**src/rtl/bdm_pkg.sv**
```systemverilog
package bdm_pkg;
  // Command slot index: bit0 = I/O space, bit1 = write
  typedef enum logic [1:0] {
    CMD_MEM_RD = 2'd0,
    CMD_IO_RD  = 2'd1,
    CMD_MEM_WR = 2'd2,
    CMD_IO_WR  = 2'd3
  } cmd_idx_e;
  localparam int unsigned NUM_CMDS = 4;
endpackage

```
**src/rtl/bdm_addr_latch.sv**
```systemverilog
module bdm_addr_latch #(
  parameter int unsigned LO_W  = 8,
  parameter int unsigned MID_W = 8,
  parameter int unsigned HI_W  = 4,
  localparam int unsigned ADDR_W = LO_W + MID_W + HI_W
) (
  input  logic              clk,
  input  logic              rst,
  input  logic              ale,
  input  logic [LO_W-1:0]   ad_lo,
  input  logic [MID_W-1:0]  a_mid,
  input  logic [HI_W-1:0]   a_hi,
  output logic [ADDR_W-1:0] addr
);
  logic [LO_W-1:0]  lo_q;
  logic [MID_W-1:0] mid_q;
  logic [HI_W-1:0]  hi_q;

  always_ff @(posedge clk) begin
    if (rst) begin
      lo_q  <= '0;
      mid_q <= '0;
      hi_q  <= '0;
    end else begin
      mid_q <= a_mid;
      if (ale) begin
        lo_q <= ad_lo;
        hi_q <= a_hi;
      end
    end
  end

  assign addr = {hi_q, mid_q, lo_q};

  // strobe high loads the shared bits
  assert_latch_load_R1: assert property (@(posedge clk) disable iff (rst)
    (!$past(rst) && $past(ale)) |-> (addr[LO_W-1:0] == $past(ad_lo)
                                     && addr[ADDR_W-1 -: HI_W] == $past(a_hi)));
  // strobe low holds the shared bits
  assert_latch_hold_R2: assert property (@(posedge clk) disable iff (rst)
    (!$past(rst) && !$past(ale)) |-> ($stable(addr[LO_W-1:0])
                                      && $stable(addr[ADDR_W-1 -: HI_W])));
endmodule

```
**src/rtl/bdm_cmd_decode.sv**
```systemverilog
module bdm_cmd_decode
  import bdm_pkg::*;
(
  input  logic                clk,
  input  logic                rst,
  input  logic                io_sel,
  input  logic                rd_n,
  input  logic                wr_n,
  output logic [NUM_CMDS-1:0] cmd_n
);
  logic rd_only, wr_only;
  assign rd_only = !rd_n && wr_n;
  assign wr_only = rd_n && !wr_n;

  for (genvar i = 0; i < NUM_CMDS; i++) begin : g_cmd
    localparam logic SPACE_IO = i[0];
    localparam logic IS_WRITE = i[1];
    logic hit;
    assign hit = (io_sel == SPACE_IO) && (IS_WRITE ? wr_only : rd_only);
    always_ff @(posedge clk) begin
      if (rst) cmd_n[i] <= 1'b1;
      else     cmd_n[i] <= !hit;
    end
  end

  // never two commands active together
  assert_cmd_exclusive_R6: assert property (@(posedge clk) disable iff (rst)
    $onehot0(~cmd_n));
  // conflicting strobes give no command
  assert_cmd_conflict_R6: assert property (@(posedge clk) disable iff (rst)
    (!rd_n && !wr_n) |=> (cmd_n == {NUM_CMDS{1'b1}}));
endmodule

```
**src/rtl/bdm_xcvr.sv**
```systemverilog
module bdm_xcvr #(
  parameter int unsigned DATA_W = 8
) (
  input  logic              clk,
  input  logic              rst,
  input  logic              dt_r,
  input  logic              den_n,
  input  logic [DATA_W-1:0] mst_in,
  input  logic [DATA_W-1:0] dev_in,
  output logic [DATA_W-1:0] dev_out,
  output logic              dev_oe,
  output logic [DATA_W-1:0] mst_out,
  output logic              mst_oe
);
  always_ff @(posedge clk) begin
    if (rst) begin
      dev_out <= '0;
      mst_out <= '0;
      dev_oe  <= 1'b0;
      mst_oe  <= 1'b0;
    end else begin
      dev_out <= mst_in;
      mst_out <= dev_in;
      dev_oe  <= !den_n && dt_r;
      mst_oe  <= !den_n && !dt_r;
    end
  end

  // never drive both directions
  assert_xcvr_one_dir_R7: assert property (@(posedge clk) disable iff (rst)
    !(dev_oe && mst_oe));
  // disabled transceiver floats both sides
  assert_xcvr_float_R9: assert property (@(posedge clk) disable iff (rst)
    den_n |=> (!dev_oe && !mst_oe));
endmodule

```
**src/rtl/bdm_bus_split.sv**
```systemverilog
module bdm_bus_split
  import bdm_pkg::*;
#(
  parameter int unsigned LO_W  = 8,
  parameter int unsigned MID_W = 8,
  parameter int unsigned HI_W  = 4,
  localparam int unsigned ADDR_W = LO_W + MID_W + HI_W
) (
  input  logic              clk,
  input  logic              rst,
  input  logic              ale,
  input  logic [LO_W-1:0]   ad_lo,
  input  logic [MID_W-1:0]  a_mid,
  input  logic [HI_W-1:0]   a_hi,
  input  logic              io_sel,
  input  logic              rd_n,
  input  logic              wr_n,
  input  logic              dt_r,
  input  logic              den_n,
  input  logic [LO_W-1:0]   dev_data_in,
  output logic [ADDR_W-1:0] addr,
  output logic              mem_rd_n,
  output logic              mem_wr_n,
  output logic              io_rd_n,
  output logic              io_wr_n,
  output logic [LO_W-1:0]   dev_data_out,
  output logic              dev_oe,
  output logic [LO_W-1:0]   mst_data_out,
  output logic              mst_oe
);
  logic [NUM_CMDS-1:0] cmd_n;

  bdm_addr_latch #(.LO_W(LO_W), .MID_W(MID_W), .HI_W(HI_W)) u_latch (
    .clk(clk), .rst(rst), .ale(ale), .ad_lo(ad_lo),
    .a_mid(a_mid), .a_hi(a_hi), .addr(addr)
  );

  bdm_cmd_decode u_dec (
    .clk(clk), .rst(rst), .io_sel(io_sel), .rd_n(rd_n), .wr_n(wr_n),
    .cmd_n(cmd_n)
  );

  bdm_xcvr #(.DATA_W(LO_W)) u_xcvr (
    .clk(clk), .rst(rst), .dt_r(dt_r), .den_n(den_n),
    .mst_in(ad_lo), .dev_in(dev_data_in),
    .dev_out(dev_data_out), .dev_oe(dev_oe),
    .mst_out(mst_data_out), .mst_oe(mst_oe)
  );

  assign mem_rd_n = cmd_n[CMD_MEM_RD];
  assign io_rd_n  = cmd_n[CMD_IO_RD];
  assign mem_wr_n = cmd_n[CMD_MEM_WR];
  assign io_wr_n  = cmd_n[CMD_IO_WR];
endmodule

```
**config.mk**
```make
export PLATFORM = sky130hd
export DESIGN_NAME = bdm_bus_split
export DESIGN_NICKNAME = d
export VERILOG_FILES = /design/src/rtl/bdm_pkg.sv /design/src/rtl/bdm_addr_latch.sv /design/src/rtl/bdm_cmd_decode.sv /design/src/rtl/bdm_xcvr.sv /design/src/rtl/bdm_bus_split.sv
export SDC_FILE = /design/constraint.sdc
export NUM_CORES = 1
export LEC_CHECK = 0
export ABC_CLOCK_PERIOD_IN_PS = 840
export BUFFER_PORTS_ARGS = -buffer_cell sky130_fd_sc_hd__buf_2
export CORE_MARGIN = 2
export CORE_UTILIZATION = 41
export CTS_CLUSTER_SIZE = 28
export DETAILED_ROUTE_END_ITERATION = 12
export PLACE_DENSITY_LB_ADDON = 0.1
export SLEW_MARGIN = 20
export SYNTH_ARGS = -nofsm -noshare
export SYNTH_HDL_FRONTEND = slang
export SYNTH_SLANG_ARGS = --single-unit
```
**constraint.sdc**
```tcl
create_clock -name clk -period 0.84 [get_ports clk]
set_input_delay 0.126 -clock clk [delete_from_list [all_inputs] [get_ports clk]]
set_output_delay 0.126 -clock clk [all_outputs]
set_load 0.05 [all_outputs]
```
==> impl_metrics.json <==
{
  "grt_max_degree": 28,
  "layout_common_cells": "dfxtp_2 (42), buf_8 (36), buf_2 (35)",
  "path_cells": "buf_8",
  "yosysSeqAreaShare": 0.663,
  "synthesis.nets": 141,
  "startpoint_type": "register",
  "path_delay_family": "flip-flops",
  "dpl.cell_count": 213,
  "grtUsageTotal": 0.175,
  "min_period_ns": 0.985,
  "diodes": 0,
  "setup_slack_ns": -0.145,
  "power_mw": 4.13,
  "finalNonFillerCells": 245,
  "grt_pass1_wl_um": 4500,
  "final_common_cell": "dfxtp_2",
  "dp_slack_ns": 0.0552,
  "wl_um": 3120,
  "ys_ff_latch": 42,
  "routabilityCongestion": 0.636,
  "syn-cell-area_um2": 1270,
  "cts-htree-levels": 2,
  "die-height_um": 59.6,
  "regArea_um2": 893,
  "violations": "negative setup slack",
  "hpwl_um": 1760,
  "path_buf_inv": 1,
  "first_iter_violations": 17,
  "viasPerCell": 4.45,
  "syn_avg_cell_area_um2": 12.1,
  "wl_per_cell_um": 12.7,
  "start_util": 0.423,
  "worstMarginPinSlew_ns": 0.203,
  "nNetsFinal": 248,
  "dieArea_um2": 3560,
  "stdcell_area_um2": 2450,
  "fmax_mhz": 1020,
  "drc_errors": 0,
  "tritoncts": "built",
  "rows": 20,
  "vias": 1090,
  "power_density_nw_per_um2": 1680,
  "final-hold-violation-count": 0,
  "final_util": 0.817,
  "fin_crit_sh": 1.17,
  "io_buffers": 77,
  "outcome": "finished, violations left",
  "antenna_found_initial": 0,
  "cp-end-kind": "output pin",
  "cp.required_ns": 0.71,
  "cts.sinks": 42,
  "rsz0062_at_grt": "true",
  "syn_to_final_growth_pct": 93.4,
  "dpl_cell_area_um2": 1720,
  "leakagePower_nw": 1.11,
  "insertion_delay_ns": 0.34,
  "tns_ns": -5.03,
  "whs_ns": 0.00894,
  "drive_gt1_frac": 0.656,
  "yosysWarnings": 0,
  "final.fill_count": 162,
  "grt_pass1_vias": 1113,
  "postCtsSetupBuffers": 0,
  "dr.pass1.iters": 3,
  "core_um2": 3000,
  "grt.overflow.total": 0,
  "cts_buffers": 5,
  "path_class": "register to output pin",
  "postSynthCellCount": 105,
  "max_stage_delay_ns": 0.37,
  "synth.distinct_cells": 11,
  "crit_arrival_ns": 0.86,
  "hold_path_class": "primary input to register",
  "multiInputGateArea_um2": 390,
  "finClkSkew_ns": 0,
  "ir_drop_v": 0.00112,
  "drv_cap": 0,
  "setup-violations-final": 42,
  "drv_slew": 0,
  "root_buffer": "clkbuf_4",
  "cts.clk_slew.worst_paths_ns": 0.12,
  "die-width_um": 59.6,
  "cts_buffer_depth": 2,
  "relSlewSlack": 0.861,
  "crit_slowest_cell": "dfxtp_2",
  "detail-route-antenna-nets": 0,
  "path_max_fanout": 2,
  "io_pins": 78
}
==> synthesized netlist by cell type, drive strengths merged <==
library cell | instances | area (µm²)
nor2 | 13 | 73.8
mux2i | 12 | 120
nor3 | 1 | 5.00
nand2 | 4 | 15.0
buf | 4 | 32.5
dfxtp | 42 | 841
nor3b | 1 | 7.51
clkbuf | 1 | 5.00
nor2b | 27 | 169
==> power by group <==
group          internal [mW]  total (mW)  switching, mW
logic                  0.487        1.03          0.545
registers               2.12        2.19         0.0723
clock network          0.302       0.908          0.606
==> per-layer routing <==
metal	global-route usage	wire length [µm]	vias up
met2	0.333	1770	50
met3	0.0830	260	8
li1	-	-	542
met5	0	0	-
met1	0.153	1020	490
met4	0.0762	69	0
==> worst reg2reg max path, cell delays in order, from the launching register on <==
cell	delay (ns)
dfxtp_2	0.35
mux2i_1	0.19
nor2_2	0.05
==> cell type report <==
class                      instances  share of cell area
sequential                        42               0.364
multi-input combinational         58               0.159
clock buffer                       5              0.0153
timing repair buffer             105               0.441
tap                               33              0.0168
clock inverter                     2             0.00408
==> flip-flops by register name, indices dropped and copies added, names as in the netlist <==
name            flops
u_dec.cmd_n         4
u_xcvr.mst_oe       1
u_xcvr.dev_oe       1
u_xcvr.dev_out      8
u_latch.mid_q       8
u_xcvr.mst_out      8
u_latch.hi_q        4
u_latch.lo_q        8
==> path summary, 6_finish.rpt <==
path / cells after the start / slack [ns] / startpoint / end
worst min-delay path: 2 / 0.009 / ad_lo[6] / u_xcvr.dev_out[6]
worst min register to register: 2 / 0.53 / u_latch.lo_q[5] / u_latch.lo_q[5]
worst max-delay path: 1 / -0.14 / u_latch.hi_q[1] / addr[17]
worst max register to register: 2 / 0.15 / u_latch.lo_q[3] / u_latch.lo_q[3]
==> cell families (layout without fill, tap and decap cells) <==
logic type	count (synthesis)	in the layout	synth area share
and+or+nand+nor	46	46	0.213
DFF	42	42	0.663
muxes	12	12	0.0947
buffers and inverters	5	112	0.0296
==> what timing repair did <==
action / in CTS / in global routing
endpoints found under the hold margin: 25 / 1
gates resized for setup: 126 / 24
cloned: 0 / 0
setup endpoints to repair: 42 / 42
pin swaps: 0 / 0
hold buffers: 24 / 1
Power figures use the tool's default switching activity.
